==> src/rtl/regfile_pkg.sv <==
package regfile_pkg;
  localparam int unsigned RF_DATA_W_DEF = 32;
  localparam int unsigned RF_ADDR_W_DEF = 5;

  function automatic int unsigned rf_depth(input int unsigned addr_w);
    return 32'd1 << addr_w;
  endfunction
endpackage

==> src/rtl/rf_wr_decode.sv <==
module rf_wr_decode #(
  parameter int unsigned ADDR_W = regfile_pkg::RF_ADDR_W_DEF,
  localparam int unsigned DEPTH = regfile_pkg::rf_depth(ADDR_W),
  localparam int unsigned ZERO_IDX = DEPTH - 1
) (
  input  logic              clk,
  input  logic              rst,
  input  logic              wr_en,
  input  logic [ADDR_W-1:0] wr_addr,
  output logic [DEPTH-1:0]  wr_strobe
);
  localparam logic [ADDR_W-1:0] ZERO_ADDR = ADDR_W'(ZERO_IDX);

  logic wr_live;
  assign wr_live = wr_en && !rst && (wr_addr != ZERO_ADDR);

  always_comb begin
    wr_strobe = '0;
    if (wr_live) wr_strobe[wr_addr] = 1'b1;
  end


  strobe_single_chk: assert property (@(posedge clk) disable iff (rst)
    $onehot0(wr_strobe));


  zero_never_strobed_chk: assert property (@(posedge clk) disable iff (rst)
    (wr_addr == ZERO_ADDR) |-> (wr_strobe == '0));


  idle_no_strobe_chk: assert property (@(posedge clk) disable iff (rst)
    !wr_en |-> ($countones(wr_strobe) == 0));
endmodule

==> src/rtl/rf_store.sv <==
module rf_store #(
  parameter int unsigned DATA_W = regfile_pkg::RF_DATA_W_DEF,
  parameter int unsigned ADDR_W = regfile_pkg::RF_ADDR_W_DEF,
  localparam int unsigned DEPTH = regfile_pkg::rf_depth(ADDR_W),
  localparam int unsigned ZERO_IDX = DEPTH - 1
) (
  input  logic                         clk,
  input  logic [DEPTH-1:0]             wr_strobe,
  input  logic [DATA_W-1:0]            wr_data,
  output logic [DEPTH-1:0][DATA_W-1:0] bank
);
  for (genvar gi = 0; gi < DEPTH; gi++) begin : g_word
    if (gi == ZERO_IDX) begin : g_const
      assign bank[gi] = '0;
    end else begin : g_flop
      logic [DATA_W-1:0] word_q;
      always_ff @(posedge clk) begin
        if (wr_strobe[gi]) word_q <= wr_data;
      end
      assign bank[gi] = word_q;
    end
  end
endmodule

==> src/rtl/rf_read_port.sv <==
module rf_read_port #(
  parameter int unsigned DATA_W = regfile_pkg::RF_DATA_W_DEF,
  parameter int unsigned ADDR_W = regfile_pkg::RF_ADDR_W_DEF,
  localparam int unsigned DEPTH = regfile_pkg::rf_depth(ADDR_W),
  localparam int unsigned ZERO_IDX = DEPTH - 1
) (
  input  logic                         clk,
  input  logic                         rst,
  input  logic [DEPTH-1:0][DATA_W-1:0] bank,
  input  logic [ADDR_W-1:0]            rd_addr,
  output logic [DATA_W-1:0]            rd_data
);
  localparam logic [ADDR_W-1:0] ZERO_ADDR = ADDR_W'(ZERO_IDX);

  always_comb begin
    if (rd_addr == ZERO_ADDR) rd_data = '0;
    else                      rd_data = bank[rd_addr];
  end


  zero_reads_zero_chk: assert property (@(posedge clk) disable iff (rst)
    (rd_addr == ZERO_ADDR) |-> (rd_data == '0));
endmodule

==> src/rtl/dual_read_regfile.sv <==
module dual_read_regfile #(
  parameter int unsigned DATA_W = regfile_pkg::RF_DATA_W_DEF,
  parameter int unsigned ADDR_W = regfile_pkg::RF_ADDR_W_DEF
) (
  input  logic              clk,
  input  logic              rst,
  input  logic [ADDR_W-1:0] rd_addr_a,
  output logic [DATA_W-1:0] rd_data_a,
  input  logic [ADDR_W-1:0] rd_addr_b,
  output logic [DATA_W-1:0] rd_data_b,
  input  logic [ADDR_W-1:0] wr_addr,
  input  logic [DATA_W-1:0] wr_data,
  input  logic              wr_en
);
  localparam int unsigned DEPTH = regfile_pkg::rf_depth(ADDR_W);
  localparam int unsigned ZERO_IDX = DEPTH - 1;
  localparam int unsigned N_RD = 2;
  localparam logic [ADDR_W-1:0] ZERO_ADDR = ADDR_W'(ZERO_IDX);

  logic [DEPTH-1:0]             wr_strobe;
  logic [DEPTH-1:0][DATA_W-1:0] bank;
  logic [N_RD-1:0][ADDR_W-1:0]  rd_addr_v;
  logic [N_RD-1:0][DATA_W-1:0]  rd_data_v;

  assign rd_addr_v[0] = rd_addr_a;
  assign rd_addr_v[1] = rd_addr_b;
  assign rd_data_a    = rd_data_v[0];
  assign rd_data_b    = rd_data_v[1];

  rf_wr_decode #(.ADDR_W(ADDR_W)) u_dec (
    .clk(clk), .rst(rst), .wr_en(wr_en), .wr_addr(wr_addr), .wr_strobe(wr_strobe)
  );

  rf_store #(.DATA_W(DATA_W), .ADDR_W(ADDR_W)) u_store (
    .clk(clk), .wr_strobe(wr_strobe), .wr_data(wr_data), .bank(bank)
  );

  for (genvar gp = 0; gp < N_RD; gp++) begin : g_rd
    rf_read_port #(.DATA_W(DATA_W), .ADDR_W(ADDR_W)) u_port (
      .clk(clk), .rst(rst), .bank(bank),
      .rd_addr(rd_addr_v[gp]), .rd_data(rd_data_v[gp])
    );
  end


  write_lands_a_chk: assert property (@(posedge clk) disable iff (rst)
    (wr_en && wr_addr != ZERO_ADDR) |=>
      ((rd_addr_a != $past(wr_addr)) || (rd_data_a == $past(wr_data))));


  write_lands_b_chk: assert property (@(posedge clk) disable iff (rst)
    (wr_en && wr_addr != ZERO_ADDR) |=>
      ((rd_addr_b != $past(wr_addr)) || (rd_data_b == $past(wr_data))));


  idle_hold_a_chk: assert property (@(posedge clk) disable iff (rst)
    !wr_en |=> ((rd_addr_a != $past(rd_addr_a)) || $stable(rd_data_a)));


  idle_hold_b_chk: assert property (@(posedge clk) disable iff (rst)
    !wr_en |=> ((rd_addr_b != $past(rd_addr_b)) || $stable(rd_data_b)));
endmodule

==> config.mk <==
export PLATFORM = sky130hd
export DESIGN_NAME = dual_read_regfile
export DESIGN_NICKNAME = d
export VERILOG_FILES = /design/src/rtl/regfile_pkg.sv /design/src/rtl/rf_wr_decode.sv /design/src/rtl/rf_store.sv /design/src/rtl/rf_read_port.sv /design/src/rtl/dual_read_regfile.sv
export SDC_FILE = /design/constraint.sdc
export NUM_CORES = 1
export LEC_CHECK = 0
export BUFFER_PORTS_ARGS = -buffer_cell sky130_fd_sc_hd__buf_2
export CAP_MARGIN = 20
export CORE_MARGIN = 1.5
export CORE_UTILIZATION = 50
export DETAILED_ROUTE_END_ITERATION = 8
export GPL_TIMING_DRIVEN = 0
export PLACE_DENSITY = 0.71
export SLEW_MARGIN = 20
export SYNTH_ARGS = -nofsm -noshare
export SYNTH_HDL_FRONTEND = slang
export SYNTH_SLANG_ARGS = --single-unit
==> constraint.sdc <==
create_clock -name clk -period 6.42 [get_ports clk]
set_input_delay 1.284 -clock clk [delete_from_list [all_inputs] [get_ports clk]]
set_output_delay 1.284 -clock clk [all_outputs]
set_load 0.05 [all_outputs]
==> flow_summary.yaml, run 1 <==
power:
  p_leak_nw: 16.9
  power_w: 0.0145
  sw_frac_of_total: 0.247
  vdd_drop_max_v: 0.000279
  combPwrFrac: 0.110
  clock_power_share: 0.395
  p_seq_frac: 0.495
  power.internal_w: 0.0109
  cellPowerDensity_mw_per_mm2: 276
  switchingPower_w: 0.00359
timing:
  slew_viol_final: 0
  max_clock_freq_ghz: 0.168
  worst-slew-pin-transition_ns: 1.27
  hold_violations: 0
  whs_ns: 1.13
  max-slew-margin-rel: 0.154
  fin_tns_setup_ns: 0
  rsz0062_at_grt: "false"
  setup_viol_count_final: 0
  period_share: 0.927
  period_needed_ns: 5.95
job:
  max_cap_violations: 0
clock_network:
  cts_setup_buffers: 0
  clk_pin_slew_ns: 0.06
  cts_max_level: 3
  cts_tree: "built"
  post_cts_resized: 0
  cts_hold_buffers: 0
  cts_sinks: 992
  cts_buffers: 102
  root_buffer: "clkbuf_16"
  clk_path_buf_depth: 3
floorplanning:
  io_pins: 114
  start_util: 0.505
  placementRows: 111
  dieHeight_um: 308
  coreArea_mm2: 0.0919
  die_area_mm2: 0.0948
  die_w_um: 308
routing:
  drc: 0
  dr.pass1.iters: 6
  via_count: 29200
  postRouteAntennaNets: 0
  vias_per_cell: 7.29
  drtIter0Drc: 5050
  drt_wl_total_um: 162000
  post_drt_wl_per_cell_um: 40.4
setup_path:
  crit_path_end: "rd_data_a[19]"
  critical_path_class: "in -> out"
  arrival_ns: 4.67
  cp.required_ns: 5.14
  crit_start: "rd_addr_a[2]"
  critPathLaunchType: "primary input"
  endpoint_kind: "output port"
  cp_max_fo: 10
place:
  dp_hpwl_um: 114000
  place_area_mm2: 0.0495
  numPortBuffers: 107
  place.gp.congestion: 0.999
logic_synthesis:
  ys_types: 46
  synth_warnings: 0
  avgSynthCellArea_um2: 19.1
  syn_nets: 2486
  ys_seq_area_frac: 0.641
  synth_seq_cells: 992
  netlist_area_mm2: 0.0465
  syn_inst: 2436
finish:
  reg_top3: "u_store.g_word.g_flop.word_q: 992 flops"
  mostFrequentLayoutCells: "992 x edfxtp_1, 411 x mux4_2, 183 x buf_2, 126 x mux2_2, 122 x mux2i_1"
  largest_reg_flops: 992
  seq_area_mm2: 0.0298
  fin_area_mm2: 0.0527
  regMostFlops: "u_store.g_word.g_flop.word_q"
  mostFrequentLayoutCell: "edfxtp_1"
  multiInputGateArea_mm2: 0.0158
  area_growth_pct: 13.3
  fillers: 6830
  num-nets-final: 2734
  utilization: 0.573
  drive_gt1_frac: 0.351
global_routing:
  grt_pass1_wl_um: 221000
  grt-ovfl-total: 0
  grt_start_max_net_pins: 32
  grt_pass1_vias: 28700
  antenna_found_initial: 4
  grt_use_total: 0.343
hold_path:
  hp-start: "wr_data[9]"
  holdPathStages: 1
  hp-class: "in -> reg"
outcome:
  status: "finished clean"
## routing by layer
metal | global-route usage | vias to the layer above | routed length (µm)
li1 | - | 11000 | -
met1 | 0.446 | 15200 | 55600
met2 | 0.531 | 2559 | 74500
met3 | 0.0695 | 514 | 19100
met4 | 0.217 | 2 | 12600
met5 | 0 | - | 13
## cell usage after synthesis, drive strengths merged
master	count	area share
a211o	12	0.0023
a211oi	40	0.0065
a21o	17	0.0027
a21oi	34	0.0037
a221o	29	0.0062
a221oi	1	0.00019
a22o	2	0.00038
a22oi	49	0.0079
a2bb2oi	13	0.0025
a31oi	4	0.00067
a32oi	2	0.00038
and2	16	0.0022
and3	14	0.0019
and3b	1	0.00019
buf	133	0.018
clkbuf	71	0.0057
edfxtp	992	0.64
inv	8	0.00065
mux2	126	0.031
mux2i	122	0.026
mux4	411	0.20
nand2	70	0.0057
nand2b	23	0.0031
nand3	6	0.00065
nand3b	1	0.00016
nand4	2	0.00027
nor2	51	0.0042
nor2b	25	0.0034
nor3	15	0.0016
nor3b	1	0.00016
o211ai	18	0.0029
o21ai	16	0.0017
o21bai	1	0.00016
o221ai	9	0.0017
o22a	2	0.00038
o22ai	61	0.0082
o311ai	16	0.0030
o32ai	17	0.0032
or2	5	0.00067
## worst max-delay path, cell delays in order
cell and delay, ns:
buf_2 0.14, inv_1 0.15, clkbuf_1 0.70, clkbuf_1 0.93
a211oi_1 0.17, o311ai_1 0.87, buf_2 0.41
## power groups by stage
stage,clock [W],sequential (W),combinational [W]
finish,0.00573,0.00719,0.00160
global route,0.00595,0.00719,0.00162
CTS,0.00573,0.00719,0.00156
detailed placement,0,0.00733,0.00156
global placement,0,0.00732,0.00153
floorplan,0,0.00732,0.000919
## final cells by class
type / instances / area share
multi-input cells: 1232 / 0.300
clock buffers: 139 / 0.0527
flip-flops and latches: 992 / 0.566
diodes: 2 / 0.0000950
well taps: 1243 / 0.0295
repair buffers: 144 / 0.0242
plain buffers: 204 / 0.0209
clock inverters: 42 / 0.00679
inverters: 8 / 0.000570
## worst min path at each step
stage | endpoint | slack, ns
6_report | u_store.g_word[11].g_flop.word_q[9] | 1.13
5_1_grt | u_store.g_word[11].g_flop.word_q[9] | 1.11
4_1_cts | u_store.g_word[11].g_flop.word_q[9] | 1.08
3_5_place_dp | u_store.g_word[11].g_flop.word_q[9] | 1.82
3_3_place_gp | u_store.g_word[9].g_flop.word_q[25] | 1.80
2_1_floorplan | u_store.g_word[0].g_flop.word_q[0] | 1.38
## per-stage QoR
stage,cells,setup WS (ns)
detailed placement,3822,0.697
global route,4004,0.470
floorplan,2436,1.12
CTS,4003,0.689
global placement,3786,0.549
finish,4006,0.468
## logic make-up after synthesis
group           after synthesis  share of synthesized area
flops                       992                      0.641
mux                         659                      0.256
compound gates              343                     0.0547
simple gates                230                     0.0240
buf+inv                     212                     0.0243
(Power assumes the default switching activity.)
==> inputs of run 2 (changes only) <==
Clock period 6.42 ns to 5.49 ns, I/O delays scaled along.
==> run 2 against run 1 <==
  * The flow now finishes with violations (negative setup slack)
  * Sequential power increased by 17%
  * Routed wire length barely moved
  * Non-clock buffer count stayed put
  * First-iteration DRC count is essentially flat
  * Cell area barely moved
  * Critical path depth did not move
  * Power rose by 17%
  * Sequential cell count is the same
  * Combinational power rose by 17%
  * Clock power up 17%
  * Die area unchanged
  * Sequential share of layout area is essentially flat
  * Largest cell class unchanged
==> flow_summary.yaml, run 2 (synthesized netlist as in run 1, its figures left out) <==
floorplanning:
  start_util: 0.505
  die_w_um: 308
  placementRows: 111
  io_pins: 114
  coreArea_mm2: 0.0919
  dieHeight_um: 308
  die_area_mm2: 0.0948
outcome:
  violations: "negative setup slack"
  status: "complete, but fails checks"
clock_network:
  cts_hold_buffers: 0
  cts_setup_buffers: 0
  clk_path_buf_depth: 3
  clk_pin_slew_ns: 0.06
  post_cts_resized: 0
  cts_max_level: 3
  root_buffer: "clkbuf_16"
  cts_tree: "built"
  cts_sinks: 992
  cts_buffers: 102
global_routing:
  antenna_found_initial: 4
  grt_use_total: 0.343
  gr-usage-met1: 0.446
  grt_pass1_vias: 28700
  grt-ovfl-total: 0
  grt_pass1_wl_um: 221000
  grt.met3_usage: 0.0695
  met2_usage: 0.531
  grt_start_max_net_pins: 32
  grt_busiest_layer: "met2"
hold_path:
  hp-class: "in -> reg"
timing:
  setup_viol_count_final: 4
  period_share: 1.02
  worst-slew-pin-transition_ns: 1.27
  worst_slack_ns: -0.113
  slew_viol_final: 0
  rsz0062_at_grt: "false"
  period_needed_ns: 5.60
  max-slew-margin-rel: 0.152
  hold_violations: 0
  max_clock_freq_ghz: 0.178
setup_path:
  endpoint_kind: "output port"
  arrival_ns: 4.51
  critical_path_class: "in -> out"
  cp_max_fo: 10
  cp.required_ns: 4.39
  critPathLaunchType: "primary input"
place:
  dp_slack_ns: 0.139
  numPortBuffers: 107
  dp_cells: 3822
  place_area_mm2: 0.0495
  dp_hpwl_um: 114000
  place.gp.congestion: 0.999
routing:
  drt_wl_total_um: 162000
  drtIter0Drc: 5045
  postRouteAntennaNets: 0
  post_drt_wl_per_cell_um: 40.4
  dr.pass1.iters: 5
  drc: 0
  via_count: 29100
  vias_per_cell: 7.27
finish:
  mostFrequentLayoutCell: "edfxtp_1"
  final_cells: 4005
  largest_reg_flops: 992
  num-nets-final: 2734
  mostFrequentLayoutCells: "992 x edfxtp_1, 411 x mux4_2, 183 x buf_2, 126 x mux2_2, 122 x mux2i_1"
  regMostFlops: "u_store.g_word.g_flop.word_q"
  area_growth_pct: 13.4
  fin_area_mm2: 0.0527
  reg_top3: "u_store.g_word.g_flop.word_q: 992 flops"
  drive_gt1_frac: 0.351
job:
  max_cap_violations: 0
power:
  p_leak_nw: 17.0
  vdd_drop_max_v: 0.000326
  cellPowerDensity_mw_per_mm2: 323
==> run 2: changes by cell type in the layout (fill, tap and decap cells not counted) <==
cell      previous run  this run
diode_2              2         1
o311ai_2             0         1
o311ai_1            14        13
==> run 2: through the flow <==
stage                TNS, ns  utilization  power, W  hold slack, ns
finish                -0.236        0.573    0.0170           0.931
global route               0        0.573    0.0173           0.928
CTS                        0        0.573    0.0169           0.898
detailed placement         0        0.539    0.0104            1.63
global placement    -0.00855        0.528    0.0103            1.61
floorplan                  0            -   0.00964            1.20
==> run 2: critical path: stages <==
cell and delay (ns):
buf_2 0.14, inv_1 0.15, clkbuf_1 0.68, clkbuf_1 0.98, a211oi_1 0.18, o311ai_1 0.86, buf_2 0.41
==> run 2: worst paths after layout <==
| kind | from | end | cells past startpoint |
|---|---|---|---|
| worst max-delay path | rd_addr_a[2] | rd_data_a[19] | 7 |
| worst min-delay path | wr_data[9] | u_store.g_word[11].g_flop.word_q[9] | 1 |
==> run 2: area by class of cell <==
cell class | instances | area [µm²]
timing repair buffer | 144 | 1270
clock inverter | 42 | 358
multi-input combinational | 1232 | 15800
inverter | 8 | 30.0
sequential | 992 | 29800
antenna | 1 | 2.50
clock buffer | 139 | 2780
fill | 6829 | 39300
buffer | 204 | 1100
tap | 1243 | 1560
==> run 2: metal layers <==
layer,wire length [µm],part of all wire
met5,13,0.000080
met4,12500,0.077
met3,18700,0.12
met2,74700,0.46
met1,55900,0.35
==> run 2: power breakdown <==
group / internal, W / switching (W)
Clock: 0.00380 / 0.00291
Sequential: 0.00839 / 0.0000223
Combinational: 0.000604 / 0.00127
